--- src/rtl/dual_image_validator_pkg.sv ---
`timescale 1ns/1ps
package dual_image_validator_pkg;

  // Byte offsets inside one bank; the checking logic decodes these.
  localparam int unsigned OFS_SIG      = 0;
  localparam int unsigned OFS_HDR_CK   = 1;
  localparam int unsigned OFS_HDR_SUM0 = 2;
  localparam int unsigned OFS_BODY_CK  = 4;
  localparam int unsigned OFS_GEN      = 8;
  localparam int unsigned GEN_BYTES    = 4;
  localparam int unsigned GEN_W        = 8 * GEN_BYTES;

  localparam logic [16:0] BODY_MOD = 17'd65521;

  // Add a byte into an 8-bit end-around-carry sum; one fold is enough
  // because the sum of two bytes never exceeds 0x1FE.
  function automatic logic [7:0] fold_add8(input logic [7:0] acc, input logic [7:0] b);
    logic [8:0] s;
    s = {1'b0, acc} + {1'b0, b};
    return s[7:0] + {7'd0, s[8]};
  endfunction

  // Modular add of two residues below BODY_MOD; one subtraction suffices.
  function automatic logic [15:0] mod_add16(input logic [15:0] a, input logic [15:0] b);
    logic [16:0] s;
    s = {1'b0, a} + {1'b0, b};
    if (s >= BODY_MOD) s = s - BODY_MOD;
    return s[15:0];
  endfunction

  // Bank 0 wins only when valid and either alone or strictly newer.
  function automatic logic pick_bank1(input logic ok0, input logic ok1,
                                      input logic [GEN_W-1:0] g0, input logic [GEN_W-1:0] g1);
    logic take0;
    take0 = ok0 && (!ok1 || (g0 > g1));
    return !take0;
  endfunction

endpackage

--- src/rtl/ivs_fetch_seq.sv ---
`timescale 1ns/1ps
module ivs_fetch_seq #(
  parameter  int BANK_BYTES = 256,
  localparam int TOTAL      = 2 * BANK_BYTES,
  localparam int AW         = $clog2(TOTAL),
  localparam int OW         = $clog2(BANK_BYTES),
  localparam int CW         = $clog2(TOTAL + 3)
) (
  input  logic          clk,
  input  logic          rst_n,
  input  logic          start,
  output logic          rd_en,
  output logic [AW-1:0] rd_addr,
  output logic          strm_vld,
  output logic          strm_bank,
  output logic [OW-1:0] strm_ofs,
  output logic          eval_vld,
  output logic          eval_bank
);

  localparam logic [CW-1:0] RUN_END   = CW'(TOTAL + 2);
  localparam logic [OW-1:0] LAST_OFS  = OW'(BANK_BYTES - 1);
  localparam logic [AW-1:0] LAST_ADDR = AW'(TOTAL - 1);

  logic          run_q;
  logic [CW-1:0] cnt_q;
  logic          accept;

  assign accept  = start && !run_q;
  assign rd_en   = run_q && (cnt_q < CW'(TOTAL));
  assign rd_addr = cnt_q[AW-1:0];

  // The run spans the reads plus the result pipeline, so a start pulse
  // cannot restart the walk before the selection is out.
  always_ff @(posedge clk) begin
    if (!rst_n) begin
      run_q <= 1'b0;
      cnt_q <= '0;
    end else if (accept) begin
      run_q <= 1'b1;
      cnt_q <= '0;
    end else if (run_q) begin
      if (cnt_q == RUN_END) run_q <= 1'b0;
      else                  cnt_q <= cnt_q + 1'b1;
    end
  end

  // Tag the returning byte with bank and offset (read latency one).
  always_ff @(posedge clk) begin
    if (!rst_n) begin
      strm_vld  <= 1'b0;
      strm_bank <= 1'b0;
      strm_ofs  <= '0;
      eval_vld  <= 1'b0;
      eval_bank <= 1'b0;
    end else begin
      strm_vld  <= rd_en;
      strm_bank <= rd_addr[AW-1];
      strm_ofs  <= rd_addr[OW-1:0];
      eval_vld  <= strm_vld && (strm_ofs == LAST_OFS);
      eval_bank <= strm_bank;
    end
  end

  p_addr_step_r1: assert property (@(posedge clk) disable iff (!rst_n)
    (rd_en && rd_addr != LAST_ADDR) |=> (rd_en && rd_addr == $past(rd_addr) + 1'b1));

  p_first_addr_r1: assert property (@(posedge clk) disable iff (!rst_n)
    $rose(rd_en) |-> (rd_addr == '0));

  p_no_restart_r8: assert property (@(posedge clk) disable iff (!rst_n)
    (rd_en && rd_addr == LAST_ADDR) |=> !rd_en);

endmodule

--- src/rtl/ivs_stream_check.sv ---
`timescale 1ns/1ps
module ivs_stream_check
  import dual_image_validator_pkg::*;
#(
  parameter  int         BANK_BYTES = 256,
  parameter  logic [7:0] SIG_VALUE  = 8'h5A,
  localparam int         OW         = $clog2(BANK_BYTES)
) (
  input  logic             clk,
  input  logic             rst_n,
  input  logic             strm_vld,
  input  logic [OW-1:0]    strm_ofs,
  input  logic [7:0]       strm_byte,
  output logic             res_ok,
  output logic [GEN_W-1:0] res_gen
);

  logic [7:0]       sig_q, hck_q, hsum_q;
  logic [31:0]      bck_q;
  logic [15:0]      lo_q, hi_q, lo_nxt, hi_nxt;
  logic [GEN_W-1:0] gen_q;

  logic at_first, at_hck, in_hdr_sum, in_bck, in_body, in_gen;
  logic sig_good, hdr_good, body_good;

  assign at_first   = (strm_ofs == OW'(OFS_SIG));
  assign at_hck     = (strm_ofs == OW'(OFS_HDR_CK));
  assign in_hdr_sum = (strm_ofs >= OW'(OFS_HDR_SUM0)) && (strm_ofs < OW'(OFS_BODY_CK));
  assign in_bck     = (strm_ofs >= OW'(OFS_BODY_CK)) && (strm_ofs < OW'(OFS_GEN));
  assign in_body    = (strm_ofs >= OW'(OFS_GEN));
  assign in_gen     = in_body && (strm_ofs < OW'(OFS_GEN + GEN_BYTES));

  always_comb begin
    lo_nxt = mod_add16(lo_q, {8'd0, strm_byte});
    hi_nxt = mod_add16(hi_q, lo_nxt);
  end

  always_ff @(posedge clk) begin
    if (!rst_n) begin
      sig_q  <= '0;
      hck_q  <= '0;
      hsum_q <= '0;
      bck_q  <= '0;
      lo_q   <= 16'd1;
      hi_q   <= '0;
      gen_q  <= '0;
    end else if (strm_vld) begin
      if (at_first) begin
        // The offset-0 byte seeds the header sum and opens a new bank.
        sig_q  <= strm_byte;
        hsum_q <= strm_byte;
        lo_q   <= 16'd1;
        hi_q   <= '0;
      end else if (at_hck) begin
        hck_q <= strm_byte;
      end else if (in_hdr_sum) begin
        hsum_q <= fold_add8(hsum_q, strm_byte);
      end else if (in_bck) begin
        bck_q <= {bck_q[23:0], strm_byte};
      end else if (in_body) begin
        lo_q <= lo_nxt;
        hi_q <= hi_nxt;
        if (in_gen) gen_q <= {gen_q[GEN_W-9:0], strm_byte};
      end
    end
  end

  assign sig_good  = (sig_q == SIG_VALUE);
  assign hdr_good  = (hsum_q == hck_q);
  assign body_good = (bck_q == {hi_q, lo_q});
  assign res_ok    = sig_good && hdr_good && body_good;
  assign res_gen   = gen_q;

  p_mod_bound_r4: assert property (@(posedge clk) disable iff (!rst_n)
    (lo_q < BODY_MOD[15:0]) && (hi_q < BODY_MOD[15:0]));

  p_body_restart_r4: assert property (@(posedge clk) disable iff (!rst_n)
    (strm_vld && at_first) |=> (lo_q == 16'd1 && hi_q == 16'd0));

endmodule

--- src/rtl/ivs_result_hold.sv ---
`timescale 1ns/1ps
module ivs_result_hold
  import dual_image_validator_pkg::*;
#(
  parameter logic BANK_IDX = 1'b0
) (
  input  logic             clk,
  input  logic             rst_n,
  input  logic             eval_vld,
  input  logic             eval_bank,
  input  logic             ok_in,
  input  logic [GEN_W-1:0] gen_in,
  output logic             valid,
  output logic [GEN_W-1:0] gen
);

  logic mine;
  assign mine = eval_vld && (eval_bank == BANK_IDX);

  always_ff @(posedge clk) begin
    if (!rst_n) begin
      valid <= 1'b0;
      gen   <= '1;
    end else if (mine) begin
      valid <= ok_in;
      gen   <= ok_in ? gen_in : '1;
    end
  end

  p_invalid_gen_r5: assert property (@(posedge clk) disable iff (!rst_n)
    !valid |-> (&gen));

  p_hold_r5: assert property (@(posedge clk) disable iff (!rst_n)
    !$past(mine) |-> ($stable(valid) && $stable(gen)));

endmodule

--- src/rtl/ivs_pick.sv ---
`timescale 1ns/1ps
module ivs_pick
  import dual_image_validator_pkg::*;
(
  input  logic             clk,
  input  logic             rst_n,
  input  logic             go,
  input  logic             ok0,
  input  logic             ok1,
  input  logic [GEN_W-1:0] gen0,
  input  logic [GEN_W-1:0] gen1,
  output logic             sel,
  output logic             err,
  output logic             done
);

  always_ff @(posedge clk) begin
    if (!rst_n) begin
      sel  <= 1'b0;
      err  <= 1'b0;
      done <= 1'b0;
    end else begin
      done <= go;
      if (go) begin
        sel <= pick_bank1(ok0, ok1, gen0, gen1);
        err <= !ok0 && !ok1;
      end
    end
  end

  p_done_single_r8: assert property (@(posedge clk) disable iff (!rst_n)
    done |=> !done);

  p_err_pair_r7: assert property (@(posedge clk) disable iff (!rst_n)
    done |-> (err == (!ok0 && !ok1)));

  p_lone_bank0_r6: assert property (@(posedge clk) disable iff (!rst_n)
    (done && ok0 && !ok1) |-> !sel);

  p_bad_bank0_r6: assert property (@(posedge clk) disable iff (!rst_n)
    (done && !ok0) |-> sel);

endmodule

--- src/rtl/dual_image_validator.sv ---
`timescale 1ns/1ps
module dual_image_validator
  import dual_image_validator_pkg::*;
#(
  parameter  int         BANK_BYTES = 256,
  parameter  logic [7:0] SIG_VALUE  = 8'h5A,
  localparam int         AW         = $clog2(2 * BANK_BYTES),
  localparam int         OW         = $clog2(BANK_BYTES)
) (
  input  logic          clk,
  input  logic          rst_n,
  input  logic          start,
  output logic          mem_rd_en,
  output logic [AW-1:0] mem_addr,
  input  logic [7:0]    mem_rdata,
  output logic          done,
  output logic [1:0]    bank_valid,
  output logic [31:0]   bank0_gen,
  output logic [31:0]   bank1_gen,
  output logic          sel_bank,
  output logic          both_bad
);

  logic             strm_vld, strm_bank, eval_vld, eval_bank;
  logic [OW-1:0]    strm_ofs;
  logic             chk_ok;
  logic [GEN_W-1:0] chk_gen;
  logic [GEN_W-1:0] gen_out [2];
  logic             last_bank_done;

  ivs_fetch_seq #(.BANK_BYTES(BANK_BYTES)) u_fetch (
    .clk       (clk),
    .rst_n     (rst_n),
    .start     (start),
    .rd_en     (mem_rd_en),
    .rd_addr   (mem_addr),
    .strm_vld  (strm_vld),
    .strm_bank (strm_bank),
    .strm_ofs  (strm_ofs),
    .eval_vld  (eval_vld),
    .eval_bank (eval_bank)
  );

  ivs_stream_check #(.BANK_BYTES(BANK_BYTES), .SIG_VALUE(SIG_VALUE)) u_check (
    .clk       (clk),
    .rst_n     (rst_n),
    .strm_vld  (strm_vld),
    .strm_ofs  (strm_ofs),
    .strm_byte (mem_rdata),
    .res_ok    (chk_ok),
    .res_gen   (chk_gen)
  );

  for (genvar b = 0; b < 2; b++) begin : g_bank
    ivs_result_hold #(.BANK_IDX(1'(b))) u_hold (
      .clk       (clk),
      .rst_n     (rst_n),
      .eval_vld  (eval_vld),
      .eval_bank (eval_bank),
      .ok_in     (chk_ok),
      .gen_in    (chk_gen),
      .valid     (bank_valid[b]),
      .gen       (gen_out[b])
    );
  end

  assign bank0_gen = gen_out[0];
  assign bank1_gen = gen_out[1];

  // Bank 1 is checked last; its verdict triggers the choice one cycle later.
  always_ff @(posedge clk) begin
    if (!rst_n) last_bank_done <= 1'b0;
    else        last_bank_done <= eval_vld && eval_bank;
  end

  ivs_pick u_pick (
    .clk   (clk),
    .rst_n (rst_n),
    .go    (last_bank_done),
    .ok0   (bank_valid[0]),
    .ok1   (bank_valid[1]),
    .gen0  (gen_out[0]),
    .gen1  (gen_out[1]),
    .sel   (sel_bank),
    .err   (both_bad),
    .done  (done)
  );

  p_quiet_at_done_r8: assert property (@(posedge clk) disable iff (!rst_n)
    done |-> !mem_rd_en);

endmodule

--- config.mk ---
export PLATFORM = sky130hd
export DESIGN_NAME = dual_image_validator
export DESIGN_NICKNAME = d
export VERILOG_FILES = /design/src/rtl/dual_image_validator_pkg.sv /design/src/rtl/ivs_fetch_seq.sv /design/src/rtl/ivs_stream_check.sv /design/src/rtl/ivs_result_hold.sv /design/src/rtl/ivs_pick.sv /design/src/rtl/dual_image_validator.sv
export SDC_FILE = /design/constraint.sdc
export NUM_CORES = 1
export LEC_CHECK = 0
export BUFFER_PORTS_ARGS = -buffer_cell sky130_fd_sc_hd__clkbuf_2
export CAP_MARGIN = 20
export CORE_MARGIN = 5
export CORE_UTILIZATION = 61
export CTS_CLUSTER_SIZE = 28
export DETAILED_ROUTE_END_ITERATION = 8
export GPL_TIMING_DRIVEN = 0
export MAX_ROUTING_LAYER = met4
export PLACE_DENSITY = 0.81
export SYNTH_ARGS = -nofsm -noshare
export SYNTH_HDL_FRONTEND = slang
export SYNTH_SLANG_ARGS = --single-unit
--- constraint.sdc ---
create_clock -name clk -period 9.22 [get_ports clk]
set_input_delay 2.305 -clock clk [delete_from_list [all_inputs] [get_ports clk]]
set_output_delay 2.305 -clock clk [all_outputs]
set_load 0.005 [all_outputs]
### Word level (Yosys, flattened, before mapping)

Index checks and enable logic that the tools add are counted.

* bits in read-only memories: 0
* output and inout port bits: 79
* memories: 0
* register bits: 213
* latch bits: 0
* word-level logic and storage cells: 102
* RAM bits: 0

* bitwise operators: 7
* magnitude comparators: 10
* eq/ne operators: 9
* divide/modulo/power cells: 0
* multiply operators: 0
* mux-type cells: 19
* shifts and indexed selects: 0
* reductions and logical operators: 28
* add/subtract/negate cells: 7

Operator list (count)
* 16-bit two-way mux: 12
* 17-bit by 16-bit greater-or-equal comparator with 1-bit output (second input constant): 2
* 32-bit equality test: 1
* 32-bit greater-than comparator: 1
* 32-bit two-way mux: 1
* 16-bit subtractor (second input constant): 2
* 8-bit two-way mux: 3
* 16-bit by 16-bit adder with 17-bit output: 1
* 16-bit by 8-bit adder with 17-bit output: 1
* 8-bit by 4-bit less-than comparator with 1-bit output (second input constant): 2
* 1-bit logical AND: 12
* 10-bit by 1-bit adder with 10-bit output (second input constant): 1
* 10-bit equality test (second input constant): 1
* 10-bit less-than comparator (second input constant): 1
* 5-bit AND reduction: 2
* 8-bit by 8-bit adder with 9-bit output: 1
* 8-bit by 1-bit adder with 8-bit output: 1
* 8-bit by 1-bit equality test with 1-bit output (second input constant): 1
* 8-bit by 7-bit equality test with 1-bit output (second input constant): 1
* 8-bit equality test: 1
* 8-bit equality test (second input constant): 1
* 8-bit by 2-bit greater-or-equal comparator with 1-bit output (second input constant): 1
* 8-bit by 3-bit greater-or-equal comparator with 1-bit output (second input constant): 1
* 8-bit by 4-bit greater-or-equal comparator with 1-bit output (second input constant): 1
* 12 further kinds: 28

### Longest topological paths before layout

* depth in word-level cells: 11
* gate-level depth with buffers: 22
* mapped depth without buffers: 21

### Modules after synthesis

From an unflattened synthesis, not the netlist that was laid out.

* cells, all modules: 1460
* area, all modules: 12627.1 um^2

Modules (own cells, without submodules)
* ivs_stream_check: times used 1, area an instance 7783.7 um^2, cells an instance 927, sequential area each 2402.3 um^2
* ivs_result_hold at g_bank[1].u_hold: times used 1, area an instance 1463.9 um^2, cells an instance 152, sequential area each 660.6 um^2
* ivs_result_hold at g_bank[0].u_hold: times used 1, area an instance 1451.4 um^2, cells an instance 148, sequential area each 660.6 um^2
* ivs_fetch_seq: times used 1, area an instance 973.4 um^2, cells an instance 101, sequential area each 460.4 um^2
* ivs_pick: times used 1, area an instance 928.4 um^2, cells an instance 130, sequential area each 60.1 um^2
* dual_image_validator: times used 1, area an instance 26.3 um^2, cells an instance 2, sequential area each 20.0 um^2

### Least setup slack after synthesis

Ideal clock, no wire load.

* path kind: input -> register
* from: input mem_rdata[0]
* to: register u_check.hi_q[5]
* path buffers: 0
* arrival time: 7133 ps
* setup slack: 2008 ps
* setup time: 79 ps
* stages: 20
* required time: 9141 ps
* cell sequence: ha_1 > fa_1 > a211oi_1 > o21bai_1 > o21ai_1 > xnor2_1 > o2111ai_1 > nor4_4 > o21ai_1 > xnor2_1 > ha_1 > a211oi_1 > o211ai_2 > a31oi_1 > xnor2_1 > nand2_1 > nor4_4 > a21oi_1 > or4_1 > o211ai_1

* longest elaborated chain between the ends: 11
* elaborated cells between the ends (all ways): 13
* those cells by class: add/sub: 4; order compare: 2; mux: 7

Ends and longest elaborated chain
* start: declaration: line dual_image_validator.sv:15 `input logic [7:0] mem_rdata,`
* 16-bit by 8-bit adder with 17-bit output (*): line dual_image_validator_pkg.sv:26 `s = {1'b0, a} + {1'b0, b};`
* 16-bit subtractor / 17-bit by 16-bit greater-or-equal comparator with 1-bit output (equally long branches): line dual_image_validator_pkg.sv:27 `if (s >= BODY_MOD) s = s - BODY_MOD;`
* 16-bit two-way mux (*): line dual_image_validator_pkg.sv:27
* 16-bit by 16-bit adder with 17-bit output (*): line dual_image_validator_pkg.sv:26
* 16-bit subtractor / 17-bit by 16-bit greater-or-equal comparator with 1-bit output (equally long branches): line dual_image_validator_pkg.sv:27
* 16-bit two-way mux (*): line dual_image_validator_pkg.sv:27
* 16-bit two-way mux (*): line ivs_stream_check.sv:60 `end else if (in_body) begin`
* 16-bit two-way mux (*): line ivs_stream_check.sv:58 `end else if (in_bck) begin`
* 16-bit two-way mux (*): line ivs_stream_check.sv:56 `end else if (in_hdr_sum) begin`
* 16-bit two-way mux (*): line ivs_stream_check.sv:54 `end else if (at_hck) begin`
* 16-bit two-way mux (*): line ivs_stream_check.sv:48 `if (at_first) begin`
* end signal: assignment: line ivs_stream_check.sv:62 `hi_q <= hi_nxt;`
* end: declaration: line ivs_stream_check.sv:20 `logic [15:0] lo_q, hi_q, lo_nxt, hi_nxt;`

Mark *: on every way between the ends. The rest lies on a longest branch, timed or not. The select of a mux whose other input is x is not followed.
A chain may end at the register's enable or synchronous reset.

### Worst setup path after layout

* from: input mem_rdata[0]
* to: register u_check.hi_q[6]

Same word-level chain as after synthesis.

==> metrics.csv <==
metric,value,unit
status,completed,
drt total wl,32.30,mm
final setup violating endpoints,0,
Hold Slack,0.4493,ns
post-detail-place hpwl,24.69,mm
worst slew pin tran,0.9556,ns
die area,0.02243,mm²
critical path cell sequence,"clkbuf_2, ha_1, fa_1, a211oi_1, o21bai_1, o21ai_1, xnor2_1, o2111ai_1, nor4_4, o21ai_1, xnor2_1, ha_1, a211oi_1, o211ai_2, a31oi_1, xnor2_1, nand2_1, nor4_4, a32oi_2, or4_1, nand3_1",
layout cells sized above 1,12.11,%
synth warn,0,
Worst path most repeated cell,xnor2_1,
power per cell area,142.9,mW/mm²
Slew Limit Fails,0,
relative slew slack,35.80,%
synth-to-layout area growth,12.31,%
post-layout util,69.23,%
DIE HEIGHT,149.8,µm
clk root buf,clkbuf_16,
Layout Skew,0.02087,ns
Total GRT Usage,29.55,%
Compound-Gate Fraction of Synth Area,20.92,%
Die X,149.8,µm
Total Power,1.912,mW
pin count of the biggest net entering global routing,14,
Final Critical Period,8.096,ns
Static Leak,5.547,nW
maximum VDD drop,0.1424,mV
Netlist cell types,95,
register area,0.004264,mm²
Crit Path Max Fanout,9,
sequential fraction of the synthesis area,35.78,%
first-pass GRT wire length,52.21,mm
CTS tree,built,
simple-gate share of the synthesized area,21.52,%
CP top delay family,compound AO/OA/AOI/OAI gates,
Port Buf Inserts,89,
post-CTS resize count,0,
Worst Path Arrival,8.54,ns
async set-or-reset flop fraction in the synthesized netlist,0,%
Multi-input gate area,0.007019,mm²
mux share of post-synthesis cell area,1.344,%
htree depth,1,
Max Fclk,123.5,MHz
Critical Path Source Type,input pin,
Yosys reg bits,213,
endpoints failing hold,0,
Post-synth EDFFs,0,
mean post-synth cell area,8.555,µm²
starting density of the core,61.64,%
site row count,51,
Synth Cell Area,0.01192,mm²
fin nets,1594,
via count,10610,
antenna fix cells,0,
Detailed Routing Iterations Pass 1,5,
xor/xnor cell area share of the yosys netlist,6.835,%
Synth Area in Adders,8.273,%
CTS sink cnt,213,
gr ovfl total,0,
core area,0.01933,mm²
Final Wtd Congestion,0.9071,
drt drc,0,
clk_lat worst skew,0.51,ns
initial antenna violation count,0,
hold crit path type,flop to flop,
post-synth net total,1481,
Buf/Inv on CP,1,
ys flop type,dfxtp_1,
Post-CTS Setup Bufs,0,
Worst-path clk slew,0.06,ns
CP required,9.66,ns
vias in the first global route,10120,
post-route clock period utilization,87.81,%
largest family of logic cells by synthesized area,simple AND/OR/NAND/NOR gates,
wire length per cell,18.11,µm
CP max stage cell,nor4_4,
CTS Buffer Depth,3,
CP Class,input pin to flop,
Syn Inst Count,1393,
vias per std cell,5.950,
design area,0.01339,mm²
post-route ant nets,0,
RSZ-0062 raised after global routing,no,
CP Capture Type,flop,
final-layout fill cell count,1577,
Top Ports,90,
total CTS buffers,22,
setup TNS,0,ns
cts hold-fix bufs,0,
Max Cap Viol,0,
First DRT Iteration DRCs,777,
placed inst area,0.01269,mm²
CP peak stage delay,0.53,ns
## cells in the final DEF, fill, tap and decap left out, drive strengths merged, types with 29 or more instances in the layout
cell,synthesis,layout
dfxtp,213,213
nand2,200,200
clkbuf,63,183
nor2,78,78
a21boi,76,76
ha,74,74
xnor2,73,73
o21ai,65,65
inv,53,53
nor3,49,49
nand3,43,43
a21oi,32,32
o22a,32,32
nand4,29,29
## registers in the layout, indices dropped and copies added (netlist names), 10 cells and up
signal and count:
u_check.hi_q 16, g_bank.u_hold.gen 64, u_check.lo_q 16, u_fetch.cnt_q 10
u_check.bck_q 32, u_check.res_gen 32
## through the flow
stage          setup slack (ns)  instances
2_1_floorplan             2.008       1393
3_3_place_gp             0.7795       1747
3_5_place_dp             0.7263       1747
4_1_cts                   1.216       1784
5_1_grt                  0.6089       1784
6_report                  1.124       1784
## per-layer routing
layer	vias up	global-route usage, %	share of wire [%]
li1	5161	-	-
met1	4991	38.05	43
met2	378	48.37	47
met3	84	4.482	7.0
met4	0	8.920	3.1
met5	-	-	0
## report_power, final
group          leakage (nW)  internal (mW)  switching (mW)
Clock                 0.337          0.486           0.363
Combinational          3.49         0.0487          0.0831
Sequential             1.72          0.925         0.00538
## worst min-delay path, cell delays in order, from the launching register on
cell and delay [ns]:
dfxtp_1 0.31, nand4_1 0.08, nor3_1 0.04
## cells by family after synthesis
kind of cell             count (synthesis)
flip-flops                             213
AND/OR/NAND/NOR                        522
buffers and inverters                  138
adder cells (fa/ha/maj)                 77
AO/OA/AOI/OAI                          334
multiplexers                            16
XOR/XNOR                                93
## Yosys cell counts (43+ instances only)
master      n  area share [%]
dfxtp_1   213              36
nand2_1   199             6.3
nor2_1     77             2.4
a21boi_0   76             4.8
ha_1       74             7.8
xnor2_1    73             5.4
o21ai_0    60             2.5
clkbuf_1   58             1.8
inv_1      53             1.7
nor3_1     49             2.1
nand3_1    43             1.8
## worst paths after layout
| path | from | endpoint | slack, ns | depth (start not counted) |
|---|---|---|---|---|
| setup / recovery | mem_rdata[0] | u_check.hi_q[6] | 1.12 | 21 |
| hold / removal | u_fetch.strm_ofs[4] | u_fetch.eval_vld | 0.45 | 2 |
| setup reg to reg | u_check.lo_q[0] | u_check.hi_q[6] | 2.83 | 20 |
| hold reg to reg | u_fetch.strm_ofs[4] | u_fetch.eval_vld | 0.45 | 2 |
## final cells by class
type / count / share of cell area (%)
multi-input cells: 1042 / 52.44
flip-flops and latches: 213 / 31.86
clock inverters: 6 / 0.3459
repair buffers: 89 / 3.328
well taps: 265 / 2.477
inverters: 53 / 1.486
clock buffers: 31 / 4.814
plain buffers: 85 / 3.253
No activity file was read; power rests on OpenSTA's default activity.
